`src/rtl/snap_pkg.sv`:
```
package snap_pkg;
    localparam int NUM_SLOTS = 8;
    localparam int SLOT_W    = $clog2(NUM_SLOTS);

    typedef enum logic [SLOT_W-1:0] {
        SLOT_HUND  = 3'd0,
        SLOT_HOUR  = 3'd1,
        SLOT_MIN   = 3'd2,
        SLOT_SEC   = 3'd3,
        SLOT_MONTH = 3'd4,
        SLOT_DATE  = 3'd5,
        SLOT_YEAR  = 3'd6,
        SLOT_WDAY  = 3'd7
    } time_slot_e;

    typedef enum logic {
        TRG_OPEN = 1'b0,
        TRG_SEEN = 1'b1
    } trg_state_e;
endpackage

```
`src/rtl/snap_trigger.sv`:
```
module snap_trigger
    import snap_pkg::*;
(
    input  logic clk,
    input  logic rst_n,
    input  logic hund_hit,
    output logic cap_pulse
);
    trg_state_e state_q, state_d;

    always_ff @(posedge clk) begin
        if (!rst_n) state_q <= TRG_OPEN;
        else        state_q <= state_d;
    end

    always_comb begin
        state_d   = state_q;
        cap_pulse = 1'b0;
        unique case (state_q)
            TRG_OPEN: begin
                if (hund_hit) begin
                    cap_pulse = 1'b1;
                    state_d   = TRG_SEEN;
                end
            end
            TRG_SEEN: begin
                if (!hund_hit) state_d = TRG_OPEN;
            end
            default: state_d = TRG_OPEN;
        endcase
    end
endmodule

```
`src/rtl/snap_hold.sv`:
```
module snap_hold
    import snap_pkg::*;
#(
    parameter int DATA_W = 8
) (
    input  logic                              clk,
    input  logic                              rst_n,
    input  logic                              cap_pulse,
    input  logic [NUM_SLOTS-1:0][DATA_W-1:0]  live_vec,
    output logic [NUM_SLOTS-1:0][DATA_W-1:0]  held_vec
);
    // Slot 0 (hundredths) is never held.
    assign held_vec[SLOT_HUND] = '0;

    for (genvar i = 1; i < NUM_SLOTS; i++) begin : g_slot
        logic [DATA_W-1:0] field_q;
        always_ff @(posedge clk) begin
            if (!rst_n)         field_q <= '0;
            else if (cap_pulse) field_q <= live_vec[i];
        end
        assign held_vec[i] = field_q;
    end
endmodule

```
`src/rtl/snap_rdmux.sv`:
```
module snap_rdmux
    import snap_pkg::*;
#(
    parameter int DATA_W = 8,
    parameter int ADDR_W = 5
) (
    input  logic                              clk,
    input  logic                              rst_n,
    input  logic                              rd_en,
    input  logic [ADDR_W-1:0]                 rd_addr,
    input  logic [DATA_W-1:0]                 live_hund,
    input  logic [NUM_SLOTS-1:0][DATA_W-1:0]  held_vec,
    input  logic [DATA_W-1:0]                 ram_rdata,
    output logic [DATA_W-1:0]                 rd_data
);
    logic        ram_sel;
    time_slot_e  slot;
    logic [DATA_W-1:0] next_data;

    assign ram_sel = |rd_addr[ADDR_W-1:SLOT_W];
    assign slot    = time_slot_e'(rd_addr[SLOT_W-1:0]);

    always_comb begin
        if (ram_sel)                next_data = ram_rdata;
        else if (slot == SLOT_HUND) next_data = live_hund;
        else                        next_data = held_vec[slot];
    end

    always_ff @(posedge clk) begin
        if (!rst_n)     rd_data <= '0;
        else if (rd_en) rd_data <= next_data;
    end
endmodule

```
`src/rtl/snap_read_latch.sv`:
```
module snap_read_latch
    import snap_pkg::*;
#(
    parameter int DATA_W = 8,
    parameter int ADDR_W = 5
) (
    input  logic              clk,
    input  logic              rst_n,
    input  logic              rd_en,
    input  logic [ADDR_W-1:0] rd_addr,
    input  logic [DATA_W-1:0] cnt_hund,
    input  logic [DATA_W-1:0] cnt_hour,
    input  logic [DATA_W-1:0] cnt_min,
    input  logic [DATA_W-1:0] cnt_sec,
    input  logic [DATA_W-1:0] cnt_month,
    input  logic [DATA_W-1:0] cnt_date,
    input  logic [DATA_W-1:0] cnt_year,
    input  logic [DATA_W-1:0] cnt_wday,
    input  logic [DATA_W-1:0] ram_rdata,
    output logic [DATA_W-1:0] rd_data
);
    logic [NUM_SLOTS-1:0][DATA_W-1:0] live_vec;
    logic [NUM_SLOTS-1:0][DATA_W-1:0] held_vec;
    logic hund_hit;
    logic cap_pulse;

    // slot order of the time fields
    assign live_vec[SLOT_HUND]  = cnt_hund;
    assign live_vec[SLOT_HOUR]  = cnt_hour;
    assign live_vec[SLOT_MIN]   = cnt_min;
    assign live_vec[SLOT_SEC]   = cnt_sec;
    assign live_vec[SLOT_MONTH] = cnt_month;
    assign live_vec[SLOT_DATE]  = cnt_date;
    assign live_vec[SLOT_YEAR]  = cnt_year;
    assign live_vec[SLOT_WDAY]  = cnt_wday;

    assign hund_hit = rd_en && (rd_addr == '0);

    snap_trigger u_trig (
        .clk       (clk),
        .rst_n     (rst_n),
        .hund_hit  (hund_hit),
        .cap_pulse (cap_pulse)
    );

    snap_hold #(.DATA_W(DATA_W)) u_hold (
        .clk       (clk),
        .rst_n     (rst_n),
        .cap_pulse (cap_pulse),
        .live_vec  (live_vec),
        .held_vec  (held_vec)
    );

    snap_rdmux #(.DATA_W(DATA_W), .ADDR_W(ADDR_W)) u_mux (
        .clk       (clk),
        .rst_n     (rst_n),
        .rd_en     (rd_en),
        .rd_addr   (rd_addr),
        .live_hund (cnt_hund),
        .held_vec  (held_vec),
        .ram_rdata (ram_rdata),
        .rd_data   (rd_data)
    );
endmodule

```
`config.mk`:
```
export PLATFORM = sky130hd
export DESIGN_NAME = snap_read_latch
export DESIGN_NICKNAME = d
export VERILOG_FILES = /design/src/rtl/snap_pkg.sv /design/src/rtl/snap_trigger.sv /design/src/rtl/snap_hold.sv /design/src/rtl/snap_rdmux.sv /design/src/rtl/snap_read_latch.sv
export SDC_FILE = /design/constraint.sdc
export NUM_CORES = 1
export LEC_CHECK = 0
export BUFFER_PORTS_ARGS = -buffer_cell sky130_fd_sc_hd__buf_2
export CAP_MARGIN = 20
export CELL_PAD_IN_SITES_DETAIL_PLACEMENT = 1
export CELL_PAD_IN_SITES_GLOBAL_PLACEMENT = 2
export CORE_ASPECT_RATIO = 0.5
export CORE_MARGIN = 2
export CORE_UTILIZATION = 30
export CTS_BUF_LIST = sky130_fd_sc_hd__clkbuf_4
export CTS_CLUSTER_DIAMETER = 30
export CTS_CLUSTER_SIZE = 24
export DETAILED_ROUTE_END_ITERATION = 16
export GPL_TIMING_DRIVEN = 0
export PLACE_DENSITY = 0.92
export SETUP_SLACK_MARGIN = 0.15
export SLEW_MARGIN = 10
export SYNTH_ARGS = -nofsm -noshare
export SYNTH_HDL_FRONTEND = slang
export SYNTH_SLANG_ARGS = --single-unit
```
`constraint.sdc`:
```
create_clock -name clk -period 2.1 [get_ports clk]
set_input_delay 0.42 -clock clk [delete_from_list [all_inputs] [get_ports clk]]
set_output_delay 0.42 -clock clk [all_outputs]
set_load 0.02 [all_outputs]
```
* Word-level counts from Yosys, hierarchy flattened
Index checks and enable logic that the tools add are counted.
** Word-level totals
- Bits in registers :: 65
- Bits in latches :: 0
- Bits in writable memories :: 0
- Bits in read-only memories :: 0
- Input bits :: 80
- Logic and storage cells :: 20
- Memories kept :: 0
** Cells by class
- $add $sub $neg :: 0
- Multiply operators :: 0
- Divide/modulo/power cells :: 0
- Magnitude comparators :: 1
- Equal/unequal tests :: 0
- Shifts and indexed selects :: 0
- Multiplexer cells :: 6
- Bitwise gates (word level) :: 0
- Reduce and logical (&&, ||, !) cells :: 4
** Operators by type and width (number)
- $bmux 8 s3 :: 1
- $mux 8 :: 3
- $logic_not 5->1 :: 1
- $lt 3x4->1 const B :: 1
- $logic_not 3->1 :: 1
- $mux 1 :: 2
- $reduce_or 2->1 :: 1
- $logic_and 1x1->1 :: 1

* Logic depth before layout (Yosys ltp)
- Word-level depth :: 4
- Depth in mapped cells :: 8
- Depth with buffers taken out :: 4

* Modules after synthesis
From an unflattened synthesis, not the netlist that was laid out.
** Second synthesis, totals
- Cells, all modules :: 301
- Area, all modules :: 3256.9 um^2
** Modules (own cells, without submodules)
- snap_hold :: times used 1, cells each 189, area each 2198.4 um^2
- snap_rdmux :: times used 1, cells each 107, area each 998.5 um^2
- snap_trigger :: times used 1, cells each 3, area each 40.0 um^2
- snap_read_latch :: times used 1, cells each 2, area each 20.0 um^2

* Worst setup path before layout
OpenSTA, ideal clock, no wires.
- Path type :: input to register
- Start :: in rd_addr[0]
- End :: reg u_hold.g_slot[2].field_q[0]
- Setup time :: 0.132 ns
- Data arrival time :: 1.623 ns
- Required time :: 1.968 ns
- Path slack :: 0.345 ns
- Stages on the path :: 7
- Path buffers :: 3
- Path through :: buf_2 > nand2b_4 > or4_4 > buf_6 > buf_6 > nand2_1 > a21oi_1
** On the way
- Longest elaborated chain between the ends :: 4
** Ends and longest elaborated chain
- from (decl) :: line snap_read_latch.sv:10 : input logic [ADDR_W-1:0] rd_addr,
- $logic_not 5->1 :: line snap_read_latch.sv:37 : assign hund_hit = rd_en && (rd_addr == '0);
- $logic_and 1x1->1 :: line snap_read_latch.sv:37
- $mux 1 :: line snap_trigger.sv:21 : if (hund_hit) begin
- $mux 1 :: line snap_trigger.sv:19 : unique case (state_q)
- to (signal assigned) :: line snap_hold.sv:19 : else if (cap_pulse) field_q <= live_vec[i];
- to (decl) :: line snap_hold.sv:16 : logic [DATA_W-1:0] field_q;
No other way between the ends.
A chain may end at the register's enable or synchronous reset.

* Worst setup path after layout
- Start :: in rd_addr[0]
- End :: reg u_mux.rd_data[6]
** On the way
- Longest elaborated chain between the ends :: 4
** Ends and longest elaborated chain
- $bmux 8 s3 :: line snap_rdmux.sv:26 : else next_data = held_vec[slot];
- $mux 8 (implied by the code) :: line snap_rdmux.sv:26
- $mux 8 * :: line snap_rdmux.sv:25 : else if (slot == SLOT_HUND) next_data = live_hund;
- $mux 8 * :: line snap_rdmux.sv:24 : if (ram_sel) next_data = ram_rdata;
- to (signal assigned) :: line snap_rdmux.sv:31 : else if (rd_en) rd_data <= next_data;
- to (decl) :: line snap_rdmux.sv:14 : output logic [DATA_W-1:0] rd_data
Every way passes the cells marked *; elsewhere a longest branch is shown, timed or not. The select of a mux whose other input is x is not followed.

==> key figures <==
GRT
  • Initial antenna violation count: 0
  • Met2 GRT Util: 27.9%
  • Largest net degree at the start of global routing: 11
  • Met1 usage: 20.8%
  • Busiest layer in global routing: met2
  • Global Route Usage Sum: 16.8%
  • First-pass GRT wire length: roughly 13000 um
  • GRT overflow: 0
  • Vias in the first global route: 2713
  • Met3 GRT Util: 5.28%

Power
  • PwrDens: 604 mW/mm2
  • Leak: 1.39 nW
  • Pwr Total: 2.17 mW
  • VDD IR max: around 0.22 mV

Critical path
  • Crit path required time: 2.40 ns
  • Critical path, cell by cell: buf_2, buf_2, mux2_2, o22ai_1, a21oi_1, o2bb2ai_1
  • Delay-heaviest family, CP: buffers and inverters
  • Slowest-stage cell, CP: mux2_2
  • Worst path max stage delay: 0.38 ns
  • Crit. End Element: flop
  • Worst Path Max Fanout: 10
  • Critical path buffer and inverter count: 2
  • Crit Path Class: in2reg
  • CP most frequent cell: buf_2
  • WP data arrival: 1.92 ns
  • Worst Setup Start Kind: input port

Die
  • Row count: 25
  • Io pins: 88
  • Initial core utilization: 30.9%
  • CORE AREA: approximately 0.0094 mm2
  • Die span in y: between 70 and 80 um
  • Die Area: 0.0106 mm2
  • Die X: 143 um

Final layout
  • Antenna Cells: 0
  • Final Util: 38.0%
  • Nets: 530
  • Syn-to-layout area delta: 23.2%
  • Most frequent cells in the layout: nand2_1, buf_2, dfxtp_1
  • Share of layout cells above drive strength 1: a little over a quarter
  • Finished Layout Cells: roughly 590
  • Filler cells: ~1200
  • Commonest non-fill, non-tap cell in the layout: nand2_1

Detailed routing
  • Antenna Nets Post-Route: 0
  • Via density: around 4.7
  • WL per Instance: approximately 15 um
  • Via count: 2731
  • # DRC: 0
  • DRT iter0 DRCs: 95
  • Iteration count of the initial detailed-routing pass: 4
  • Drt total wl: approximately 8600 um

Clocking
  • CTS Buffer Depth: 2
  • Clock H-tree levels: 3
  • Reg clk slew, reported paths: 0.10 ns
  • Post-CTS Hold Fix Bufs: 0
  • Worst-Skew Late Latency: ~0.43 ns
  • Post-cts gate resize count: 0
  • Clock root cell: clkbuf_4
  • Inserted Clock Buffers: 9
  • Setup Buffers After CTS: 0
  • CTS tree: yes
  • Clock Sink Count: 65

Synth
  • Post-Synthesis Cells: 355
  • Register bit total from synthesis: 65
  • Part of the Yosys area used for sequential elements: around 45%
  • Syn Nets: 435
  • Yosys warnings: 0
  • Post-synth cell types: 22
  • Synthesized cell area: 0.00292 mm2
  • Syn_area_per_cell: 8.22 um2

Timing
  • Max transition margin: 63.9%
  • Smallest hold slack: roughly 0.21 ns
  • Final count of hold timing violations: 0
  • Final min period: about 1.6 ns
  • RSZ-0062 raised after global routing: no
  • Clock Skew: between 0.01 and 0.015 ns
  • F_max: 0.619 GHz
  • Setup violators final: 0
  • Sum Neg Setup Slack: 0 ns
  • Slew Viols, Final: 0
  • Worst-Margin Slew: about 0.54 ns
  • Period Utilization, post-route: 76.9%

Placement
  • RePlAce Congestion: ~0.77
  • Port Buffers: 84
  • DP HPWL: 6550 um
  • Placed cells: 574

Hold path
  • HP Class: in2reg

Run
  • Total of max-cap violations: 0

Status
  • Outcome: complete, no violations
==> sequential cells by signal, summed over array words and instances, names as in the netlist <==
register and count:
u_hold.g_slot.field_q 56, u_mux.rd_data 8, u_trig.state_q 1
==> logic make-up (layout without fill, tap and decap cells) <==
| family | after synthesis | count (layout) | share of synthesized area [%] |
|---|---|---|---|
| AND/OR/NAND/NOR | 136 | 136 | 19.9 |
| AO/OA/AOI/OAI | 92 | 92 | 17.5 |
| flip-flops | 65 | 65 | 44.6 |
| multiplexers | 32 | 32 | 11.3 |
| buffers and inverters | 30 | 127 | 6.61 |
==> worst min-delay path: stages <==
cell	delay, ns
buf_2	0.09
nand2_1	0.04
a21oi_1	0.05
==> per-layer routing <==
metal,share of wire [%],wire (um),vias to the layer above
li1,-,-,1401
met1,47,4060,1275
met2,47,4010,48
met3,5.0,427,7
met4,1.1,92,0
met5,0,0,-
==> synthesized netlist by cell type, drive strengths merged <==
master	number	area share, %
mux2i	24	8.2
nand2	113	15
o2bb2ai	4	1.2
nor4	2	0.94
or2	2	0.43
nand2b	3	0.90
a21oi	60	10
mux2	8	3.1
clkbuf	12	1.5
dfxtp	65	45
o22ai	16	3.4
nor2	5	0.64
a31oi	12	2.6
buf	17	4.9
nor2b	9	1.9
nand3	1	0.17
inv	1	0.13
or4	1	0.39
==> where the power goes <==
| group | switching, mW | internal, mW |
|---|---|---|
| Combinational | 0.137 | 0.114 |
| Clock | 0.433 | 0.226 |
| Sequential | 0.00862 | 1.25 |
| Total | 0.579 | 1.59 |
==> through the flow <==
step	worst slack [ns]	area, um2
floorplan	0.345	2920
global route	0.440	3590
finish	0.484	3590
global placement	0.110	3510
CTS	0.540	3590
detailed placement	0.0906	3510
==> cell type report <==
class / count / area, um2 / share of cell area [%]
Tap cell: 135 / 169 / 4.70
Sequential cell: 65 / 1300 / 36.2
Buffer: 29 / 189 / 5.26
Inverter: 1 / 3.75 / 0.104
Clock buffer: 10 / 75.1 / 2.09
Multi-Input combinational cell: 260 / 1420 / 39.6
Clock inverter: 3 / 11.3 / 0.313
Timing Repair Buffer: 84 / 420 / 11.7
==> worst paths after layout <==
kind                                             from                                       end  slack, ns  cells after the start
min reg2reg  u_hold.g_slot[2].field_q[0]$_SDFFE_PN0P_  u_hold.g_slot[2].field_q[0]$_SDFFE_PN0P_       0.46                      2
min                                       cnt_date[0]  u_hold.g_slot[5].field_q[0]$_SDFFE_PN0P_       0.21                      3
max                                        rd_addr[0]             u_mux.rd_data[6]$_SDFFE_PN0P_       0.48                      6
max reg2reg                 u_trig.state_q$_SDFF_PN0_  u_hold.g_slot[7].field_q[0]$_SDFFE_PN0P_       0.60                      5
No activity file was read; power rests on OpenSTA's default activity.
